$ cat src/rtl/coef_load_pkg.sv
package coef_load_pkg;
  localparam int unsigned NUM_BANKS_D = 6;
  localparam int unsigned DEPTH_D     = 108;
  localparam int unsigned WORD_W_D    = 24;
  localparam int unsigned BYTE_W      = 8;
  localparam int unsigned ADDR_W_D    = 10;
  localparam int unsigned CFG_W_D     = 7;

  typedef enum logic [1:0] {
    MODE_PAR = 2'b00,
    MODE_UP  = 2'b01,
    MODE_SER = 2'b10,
    MODE_OFF = 2'b11
  } load_mode_e;
endpackage

$ cat src/rtl/clc_cfg_ctrl.sv
module clc_cfg_ctrl #(
  parameter int unsigned CFG_W = 7
) (
  input  logic             clk_i,
  input  logic             rst_ni,
  input  logic             cfg_i,
  input  logic [CFG_W-1:0] data_i,
  output logic [CFG_W-1:0] cfg_o,
  output logic             clr_o,
  output logic             hold_o
);
  logic cfg_q;

  always_ff @(posedge clk_i or negedge rst_ni) begin
    if (!rst_ni) begin
      cfg_q <= 1'b0;
      cfg_o <= '0;
    end else begin
      cfg_q <= cfg_i;
      if (cfg_q && !cfg_i) cfg_o <= data_i;
    end
  end

  assign clr_o  = cfg_i;
  // the falling-edge clock still carries the configuration on the bus
  assign hold_o = cfg_i | cfg_q;
endmodule

$ cat src/rtl/clc_strobe.sv
module clc_strobe
  import coef_load_pkg::*;
(
  input  logic       clk_i,
  input  logic       rst_ni,
  input  load_mode_e mode_i,
  input  logic       wr_i,
  input  logic       sel_ni,
  input  logic       hold_i,
  output logic       par_stb_o,
  output logic       ser_stb_o
);
  logic wr_q, rise, fall, ok;

  always_ff @(posedge clk_i or negedge rst_ni) begin
    if (!rst_ni) wr_q <= 1'b0;
    else         wr_q <= wr_i;
  end

  always_comb begin
    rise = wr_i & ~wr_q;
    fall = ~wr_i & wr_q;
    ok   = ~sel_ni & ~hold_i;
    par_stb_o = ok & (((mode_i == MODE_PAR) & wr_i) | ((mode_i == MODE_UP) & rise));
    ser_stb_o = ok & (mode_i == MODE_SER) & fall;
  end
endmodule

$ cat src/rtl/clc_par_addr.sv
module clc_par_addr #(
  parameter int unsigned NUM_BANKS = 6,
  parameter int unsigned DEPTH     = 108,
  parameter int unsigned ADDR_W    = 10,
  parameter int unsigned BYTES     = 3
) (
  input  logic                       clk_i,
  input  logic                       rst_ni,
  input  logic                       clr_i,
  input  logic                       stb_i,
  input  logic [ADDR_W-1:0]          addr_i,
  output logic                       wr_o,
  output logic [NUM_BANKS-1:0]       bank_oh_o,
  output logic [$clog2(DEPTH)-1:0]   loc_o,
  output logic [BYTES-1:0]           lane_oh_o
);
  localparam int unsigned LOC_W  = $clog2(DEPTH);
  localparam int unsigned BF_W   = ADDR_W - LOC_W;
  localparam int unsigned LANE_W = (BYTES > 1) ? $clog2(BYTES) : 1;
  localparam logic [BF_W-1:0]   LAST_BANK = BF_W'(NUM_BANKS - 1);
  localparam logic [LOC_W-1:0]  LAST_LOC  = LOC_W'(DEPTH - 1);
  localparam logic [LANE_W-1:0] LAST_LANE = LANE_W'(BYTES - 1);

  logic [BF_W-1:0]   bank_f;
  logic [LANE_W-1:0] lane_q;
  logic              in_range;

  assign bank_f   = addr_i[ADDR_W-1:LOC_W];
  assign loc_o    = addr_i[LOC_W-1:0];
  assign in_range = (bank_f <= LAST_BANK) && (loc_o <= LAST_LOC);
  assign wr_o     = stb_i & in_range;

  for (genvar g = 0; g < NUM_BANKS; g++) begin : g_bank
    assign bank_oh_o[g] = (bank_f == BF_W'(g));
  end
  for (genvar g = 0; g < BYTES; g++) begin : g_lane
    assign lane_oh_o[g] = (lane_q == LANE_W'(g));
  end

  always_ff @(posedge clk_i or negedge rst_ni) begin
    if (!rst_ni)      lane_q <= '0;
    else if (clr_i)   lane_q <= '0;
    else if (wr_o)    lane_q <= (lane_q == LAST_LANE) ? '0 : lane_q + 1'b1;
  end
endmodule

$ cat src/rtl/clc_ser_seq.sv
module clc_ser_seq #(
  parameter int unsigned NUM_BANKS = 6,
  parameter int unsigned DEPTH     = 108,
  parameter int unsigned WORD_W    = 24
) (
  input  logic                     clk_i,
  input  logic                     rst_ni,
  input  logic                     clr_i,
  input  logic                     stb_i,
  output logic                     wr_o,
  output logic [NUM_BANKS-1:0]     bank_oh_o,
  output logic [$clog2(DEPTH)-1:0] loc_o,
  output logic [WORD_W-1:0]        bit_oh_o,
  output logic                     done_o
);
  localparam int unsigned BANK_W = (NUM_BANKS > 1) ? $clog2(NUM_BANKS) : 1;
  localparam int unsigned LOC_W  = $clog2(DEPTH);
  localparam int unsigned BIT_W  = $clog2(WORD_W);
  localparam logic [BANK_W-1:0] LAST_BANK = BANK_W'(NUM_BANKS - 1);
  localparam logic [LOC_W-1:0]  LAST_LOC  = LOC_W'(DEPTH - 1);
  localparam logic [BIT_W-1:0]  LAST_BIT  = BIT_W'(WORD_W - 1);

  logic [BANK_W-1:0] bank_q;
  logic [LOC_W-1:0]  loc_q;
  logic [BIT_W-1:0]  bit_q;
  logic              done_q;

  assign wr_o   = stb_i & ~done_q;
  assign loc_o  = loc_q;
  assign done_o = done_q;

  for (genvar g = 0; g < NUM_BANKS; g++) begin : g_bank
    assign bank_oh_o[g] = (bank_q == BANK_W'(g));
  end
  for (genvar g = 0; g < WORD_W; g++) begin : g_bit
    assign bit_oh_o[g] = (bit_q == BIT_W'(g));
  end

  always_ff @(posedge clk_i or negedge rst_ni) begin
    if (!rst_ni) begin
      bank_q <= '0;
      loc_q  <= '0;
      bit_q  <= '0;
      done_q <= 1'b0;
    end else if (clr_i) begin
      bank_q <= '0;
      loc_q  <= '0;
      bit_q  <= '0;
      done_q <= 1'b0;
    end else if (wr_o) begin
      if (bit_q != LAST_BIT) begin
        bit_q <= bit_q + 1'b1;
      end else begin
        bit_q <= '0;
        if (loc_q != LAST_LOC) begin
          loc_q <= loc_q + 1'b1;
        end else begin
          loc_q <= '0;
          if (bank_q != LAST_BANK) bank_q <= bank_q + 1'b1;
          else                     done_q <= 1'b1;
        end
      end
    end
  end
endmodule

$ cat src/rtl/coef_load_ctrl.sv
module coef_load_ctrl
  import coef_load_pkg::*;
#(
  parameter int unsigned NUM_BANKS = NUM_BANKS_D,
  parameter int unsigned DEPTH     = DEPTH_D,
  parameter int unsigned WORD_W    = WORD_W_D,
  parameter int unsigned ADDR_W    = ADDR_W_D,
  parameter int unsigned CFG_W     = CFG_W_D,
  localparam int unsigned LOC_W    = $clog2(DEPTH)
) (
  input  logic                 clk_i,
  input  logic                 rst_ni,
  input  logic                 cfg_i,
  input  logic [BYTE_W-1:0]    data_i,
  input  logic [ADDR_W-1:0]    addr_i,
  input  logic                 wr_i,
  input  logic                 sel_ni,
  output logic [CFG_W-1:0]     cfg_o,
  output logic [NUM_BANKS-1:0] bank_we_o,
  output logic [LOC_W-1:0]     bank_addr_o,
  output logic [WORD_W-1:0]    bank_wdata_o,
  output logic [WORD_W-1:0]    bank_bmask_o,
  output logic                 load_done_o
);
  localparam int unsigned BYTES = WORD_W / BYTE_W;

  logic                 clr, hold, par_stb, ser_stb;
  load_mode_e           mode;
  logic                 par_wr, ser_wr;
  logic [NUM_BANKS-1:0] par_bank, ser_bank;
  logic [LOC_W-1:0]     par_loc, ser_loc;
  logic [BYTES-1:0]     lane_oh;
  logic [WORD_W-1:0]    par_mask, ser_mask;
  logic                 ser_done;

  logic [NUM_BANKS-1:0] we_d;
  logic [LOC_W-1:0]     addr_d;
  logic [WORD_W-1:0]    wdata_d, mask_d;

  clc_cfg_ctrl #(.CFG_W(CFG_W)) u_cfg (
    .clk_i  (clk_i),
    .rst_ni (rst_ni),
    .cfg_i  (cfg_i),
    .data_i (data_i[CFG_W-1:0]),
    .cfg_o  (cfg_o),
    .clr_o  (clr),
    .hold_o (hold)
  );

  assign mode = load_mode_e'(cfg_o[1:0]);

  clc_strobe u_stb (
    .clk_i     (clk_i),
    .rst_ni    (rst_ni),
    .mode_i    (mode),
    .wr_i      (wr_i),
    .sel_ni    (sel_ni),
    .hold_i    (hold),
    .par_stb_o (par_stb),
    .ser_stb_o (ser_stb)
  );

  clc_par_addr #(
    .NUM_BANKS (NUM_BANKS),
    .DEPTH     (DEPTH),
    .ADDR_W    (ADDR_W),
    .BYTES     (BYTES)
  ) u_par (
    .clk_i     (clk_i),
    .rst_ni    (rst_ni),
    .clr_i     (clr),
    .stb_i     (par_stb),
    .addr_i    (addr_i),
    .wr_o      (par_wr),
    .bank_oh_o (par_bank),
    .loc_o     (par_loc),
    .lane_oh_o (lane_oh)
  );

  clc_ser_seq #(
    .NUM_BANKS (NUM_BANKS),
    .DEPTH     (DEPTH),
    .WORD_W    (WORD_W)
  ) u_ser (
    .clk_i     (clk_i),
    .rst_ni    (rst_ni),
    .clr_i     (clr),
    .stb_i     (ser_stb),
    .wr_o      (ser_wr),
    .bank_oh_o (ser_bank),
    .loc_o     (ser_loc),
    .bit_oh_o  (ser_mask),
    .done_o    (ser_done)
  );

  for (genvar g = 0; g < BYTES; g++) begin : g_lane_mask
    assign par_mask[g*BYTE_W +: BYTE_W] = {BYTE_W{lane_oh[g]}};
  end

  always_comb begin
    we_d    = '0;
    addr_d  = '0;
    wdata_d = '0;
    mask_d  = '0;
    if (par_wr) begin
      we_d    = par_bank;
      addr_d  = par_loc;
      wdata_d = {BYTES{data_i}};
      mask_d  = par_mask;
    end else if (ser_wr) begin
      we_d    = ser_bank;
      addr_d  = ser_loc;
      wdata_d = {WORD_W{data_i[BYTE_W-1]}};
      mask_d  = ser_mask;
    end
  end

  always_ff @(posedge clk_i or negedge rst_ni) begin
    if (!rst_ni) begin
      bank_we_o    <= '0;
      bank_addr_o  <= '0;
      bank_wdata_o <= '0;
      bank_bmask_o <= '0;
    end else begin
      bank_we_o    <= we_d;
      bank_addr_o  <= addr_d;
      bank_wdata_o <= wdata_d;
      bank_bmask_o <= mask_d;
    end
  end

  assign load_done_o = ser_done;
endmodule

$ cat config.mk
export PLATFORM = sky130hd
export DESIGN_NAME = coef_load_ctrl
export DESIGN_NICKNAME = d
export VERILOG_FILES = /design/src/rtl/coef_load_pkg.sv /design/src/rtl/clc_cfg_ctrl.sv /design/src/rtl/clc_strobe.sv /design/src/rtl/clc_par_addr.sv /design/src/rtl/clc_ser_seq.sv /design/src/rtl/coef_load_ctrl.sv
export SDC_FILE = /design/constraint.sdc
export NUM_CORES = 1
export LEC_CHECK = 0
export ABC_AREA = 1
export BUFFER_PORTS_ARGS = -buffer_cell sky130_fd_sc_hd__buf_2
export CORE_MARGIN = 8
export CORE_UTILIZATION = 40
export CTS_CLUSTER_DIAMETER = 30
export DETAILED_ROUTE_END_ITERATION = 12
export SETUP_SLACK_MARGIN = 0.5
export SLEW_MARGIN = 20
export SYNTH_ARGS = -nofsm -noshare
export SYNTH_HDL_FRONTEND = slang
export SYNTH_HIERARCHICAL = 1
export SYNTH_SLANG_ARGS = --single-unit
$ cat constraint.sdc
create_clock -name clk_i -period 5.9 [get_ports clk_i]
set_clock_uncertainty 0.2 [all_clocks]
set_input_delay 0.885 -clock clk_i [delete_from_list [all_inputs] [get_ports clk_i]]
set_output_delay 0.885 -clock clk_i [all_outputs]
set_load 0.01 [all_outputs]
==> impl_metrics.xml <==
<?xml version="1.0" encoding="UTF-8"?>
<metrics>
  <group name="synthesis">
    <metric name="syn-instance-count" unit="">441</metric>
    <metric name="netlist.area_leader.share" unit="">0.478</metric>
    <metric name="post-synth-top-area-cell" unit="">sky130_fd_sc_hd__dfrtp_1</metric>
    <metric name="postSynthAreaPerCell" unit="µm²">8.55</metric>
    <metric name="mappedNetlistNets" unit="">475</metric>
    <metric name="ys_types" unit="">31</metric>
    <metric name="synth.yosys.warnings" unit="">6</metric>
    <metric name="synth.area.top_cells" unit="">sky130_fd_sc_hd__dfrtp_1 48%, sky130_fd_sc_hd__nand2_1 14%, sky130_fd_sc_hd__nand3_2 5.6%, sky130_fd_sc_hd__buf_4 5.2%, sky130_fd_sc_hd__nand3_1 4.6%</metric>
    <metric name="synth.ff_latch_count" unit="">72</metric>
    <metric name="syn-cell-area" unit="mm²">0.00377</metric>
    <metric name="synth_seq_area_share" unit="">0.478</metric>
  </group>
  <group name="finish">
    <metric name="layout_commonest_cell" unit="">sky130_fd_sc_hd__nand2_1</metric>
    <metric name="fin_cells" unit="">623</metric>
    <metric name="syn2layout_area_growth" unit="%">12.8</metric>
    <metric name="fillers" unit="">913</metric>
    <metric name="mostFrequentLayoutCells" unit="">137 x sky130_fd_sc_hd__nand2_1, 91 x sky130_fd_sc_hd__buf_2, 72 x sky130_fd_sc_hd__dfrtp_1, 42 x sky130_fd_sc_hd__inv_1</metric>
    <metric name="finish.utilization" unit="">0.462</metric>
    <metric name="multi_input_area" unit="mm²">0.00148</metric>
    <metric name="final_layout_size_suffix_gt1_frac" unit="">0.279</metric>
    <metric name="num-nets-final" unit="">542</metric>
    <metric name="seqCellArea" unit="mm²">0.00180</metric>
    <metric name="insertedDiodeCount" unit="">0</metric>
  </group>
  <group name="drt">
    <metric name="postRouteWirelength" unit="µm">8360</metric>
    <metric name="initialDrtViolationCount" unit="">137</metric>
    <metric name="final_antenna_net_count" unit="">0</metric>
    <metric name="routedWlPerCell" unit="µm">13.4</metric>
    <metric name="via_count" unit="">2973</metric>
    <metric name="post_drt_via_cell_ratio" unit="">4.77</metric>
    <metric name="drcViolationCount" unit="">0</metric>
    <metric name="drt_first_pass_iters" unit="">4</metric>
  </group>
  <group name="critical_path">
    <metric name="critical_path_peak_fanout" unit="">38</metric>
    <metric name="critical-path-slowest-cell" unit="">sky130_fd_sc_hd__inv_1</metric>
    <metric name="endpoint_kind" unit="">flop</metric>
    <metric name="critical_path_required" unit="ps">5930</metric>
    <metric name="critical_path.top_delay_family" unit="">buffers and inverters</metric>
    <metric name="cp-startpoint" unit="">cfg_i</metric>
    <metric name="timing.setup.critical_path_class" unit="">in2reg</metric>
    <metric name="critical_path_arrival" unit="ps">3090</metric>
    <metric name="rr_startpoint" unit="">u_cfg/cfg_q$_DFF_PN0_</metric>
    <metric name="worstPathBufferInverterCount" unit="">4</metric>
    <metric name="worstPathCellList" unit="">buf_2, or2_1, nor2_2, nand2_1, nor2_1, inv_1, a21oi_2, nand2_2, inv_1, inv_4, nand3_4, nand2_1</metric>
    <metric name="cp_slowest_stage_delay" unit="ps">570</metric>
    <metric name="cp-start-kind" unit="">input pin</metric>
  </group>
  <group name="grt">
    <metric name="first_global_vias" unit="">2982</metric>
    <metric name="grt_start_max_net_pins" unit="">73</metric>
    <metric name="grt_pass1_wl" unit="µm">14200</metric>
    <metric name="gr-total-overflow" unit="">0</metric>
    <metric name="grt_antenna_before_repair" unit="">0</metric>
    <metric name="groute.usage.overall" unit="">0.135</metric>
  </group>
  <group name="power">
    <metric name="design_power_total" unit="µW">994</metric>
    <metric name="power.static_leakage" unit="nW">2.52</metric>
    <metric name="worst_ir_drop_vdd" unit="V">0.0000832</metric>
    <metric name="power.density_cell_area" unit="mW/mm²">234</metric>
  </group>
  <group name="cts">
    <metric name="clock_latency_on_the_worst_skew_pair" unit="ps">340</metric>
    <metric name="clock-sinks" unit="">72</metric>
    <metric name="cts.repair_timing.setup_buffer_count" unit="">0</metric>
    <metric name="clkSlewWorstSetupHoldPaths" unit="ps">70</metric>
    <metric name="ctsHoldBuffers" unit="">0</metric>
    <metric name="cts_made_buffers" unit="">9</metric>
    <metric name="clock_tree.htree_level_count" unit="">3</metric>
    <metric name="cts_resized" unit="">0</metric>
    <metric name="cts_root_buffer" unit="">sky130_fd_sc_hd__clkbuf_8</metric>
    <metric name="tritoncts" unit="">yes</metric>
    <metric name="largest_buffer_count_on_any_clock_path" unit="">2</metric>
  </group>
  <group name="timing">
    <metric name="period_needed" unit="ps">3070</metric>
    <metric name="grt_setup_unrepaired" unit="">false</metric>
    <metric name="setup_viol" unit="">0</metric>
    <metric name="timing.final.max_slew_violations" unit="">0</metric>
    <metric name="tns" unit="ps">0</metric>
    <metric name="min_period_over_period" unit="">0.520</metric>
    <metric name="slew-limit-headroom" unit="">0.401</metric>
    <metric name="setup_ws" unit="ps">2830</metric>
    <metric name="worstMarginPinSlew" unit="ps">899</metric>
    <metric name="timing.final.hold_violations" unit="">0</metric>
    <metric name="clock.fmax" unit="MHz">326</metric>
  </group>
  <group name="floorplan">
    <metric name="placeableCoreArea" unit="mm²">0.00920</metric>
    <metric name="area_of_the_die" unit="mm²">0.0128</metric>
    <metric name="floorplan.die.height" unit="µm">113</metric>
    <metric name="placement_rows" unit="">35</metric>
    <metric name="start_util" unit="">0.410</metric>
    <metric name="die_width" unit="µm">113</metric>
    <metric name="top_level_ports" unit="">92</metric>
  </group>
  <group name="min_path">
    <metric name="min_from" unit="">u_cfg/cfg_o[5]$_DFFE_PN0P_</metric>
    <metric name="hp-class" unit="">reg2reg</metric>
  </group>
  <group name="placed_design">
    <metric name="numPortBuffers" unit="">91</metric>
    <metric name="gp_routability_congestion" unit="">0.773</metric>
    <metric name="place.detailed.instances" unit="">608</metric>
    <metric name="place_worst_setup_slack" unit="ps">2460</metric>
    <metric name="dpl.hpwl" unit="µm">6120</metric>
  </group>
  <group name="job">
    <metric name="drv_cap" unit="">0</metric>
  </group>
  <group name="outcome">
    <metric name="outcome" unit="">finished clean</metric>
  </group>
</metrics>
cell families after synthesis:
| group | count (synthesis) | synth area share |
|---|---|---|
| compound gates | 14 | 0.0269 |
| fa+ha+maj | 11 | 0.0365 |
| buf+inv | 84 | 0.130 |
| flops | 72 | 0.478 |
| mux | 1 | 0.00266 |
| simple gates | 259 | 0.325 |
synth_stat cells, drive strengths merged:
cell    instances
nand2         140
dfrtp          72
nand3          57
inv            47
nor2           37
buf            36
nor3           12
ha             11
nand4          11
o21ai           8
o21bai          2
o22ai           2
or2             2
a21oi           1
a31oi           1
clkbuf          1
mux2i           1
state kept, by name (all words and copies together), names as in the netlist:
name	cells
u_ser/bank_q	3
u_cfg/cfg_o	7
bank_bmask_o	24
u_ser/bit_q	5
u_cfg/cfg_q	1
u_stb/wr_q	1
u_ser/done_o	1
bank_wdata_o	8
u_ser/loc_o	7
bank_we_o	6
bank_addr_o	7
u_par/lane_q	2
cell type report:
cell class,count,area share
Sequential cell,72,0.424
Multi-Input combinational cell,285,0.347
Timing Repair Buffer,93,0.111
Inverter,47,0.0421
Clock buffer,12,0.0341
Tap cell,111,0.0327
Clock inverter,3,0.0100
worst paths after layout:
| check | to | slack (ps) | depth (start not counted) |
|---|---|---|---|
| worst max-delay path | bank_wdata_o[17]$_DFF_PN0_ | 2830 | 12 |
| worst max register to register | bank_wdata_o[17]$_DFF_PN0_ | 2970 | 11 |
| min in group asynchronous | u_ser/loc_o[0]$_DFFE_PN0P_ | 550 | 2 |
| worst min register to register | u_cfg/cfg_o[5]$_DFFE_PN0P_ | 270 | 2 |
| max in group asynchronous | bank_bmask_o[7]$_DFF_PN0_ | 4360 | 2 |
| worst min-delay path | u_cfg/cfg_o[5]$_DFFE_PN0P_ | 270 | 2 |
routing by layer:
metal / routed length [µm] / vias to the layer above / global-route usage
met1: 3720 / 1381 / 0.160
met2: 3900 / 82 / 0.221
li1: - / 1502 / -
met3: 654 / 8 / 0.0485
met5: 0 / - / 0
met4: 82 / 0 / 0.0480
report_power, final:
part / internal [mW] / switching (mW)
clock network: 0.204 / 0.174
logic: 0.0323 / 0.0595
registers: 0.509 / 0.0156
total: 0.745 / 0.249
worst register-to-register path, cell delays in order, from the launching register on:
cell and delay, ps:
sky130_fd_sc_hd__dfrtp_1 510, sky130_fd_sc_hd__or2_1 290, sky130_fd_sc_hd__nor2_2 120, sky130_fd_sc_hd__nand2_1 60
sky130_fd_sc_hd__nor2_1 80, sky130_fd_sc_hd__inv_1 50, sky130_fd_sc_hd__a21oi_2 170, sky130_fd_sc_hd__nand2_2 90
sky130_fd_sc_hd__inv_1 570, sky130_fd_sc_hd__inv_4 400, sky130_fd_sc_hd__nand3_4 200, sky130_fd_sc_hd__nand2_1 70
per-stage QoR:
step,hold WS (ps),area (µm²)
6_report,266,4250
4_1_cts,272,4250
2_1_floorplan,290,3770
3_5_place_dp,254,4070
5_1_grt,288,4250
3_3_place_gp,248,4070
Power figures use the tool's default switching activity.
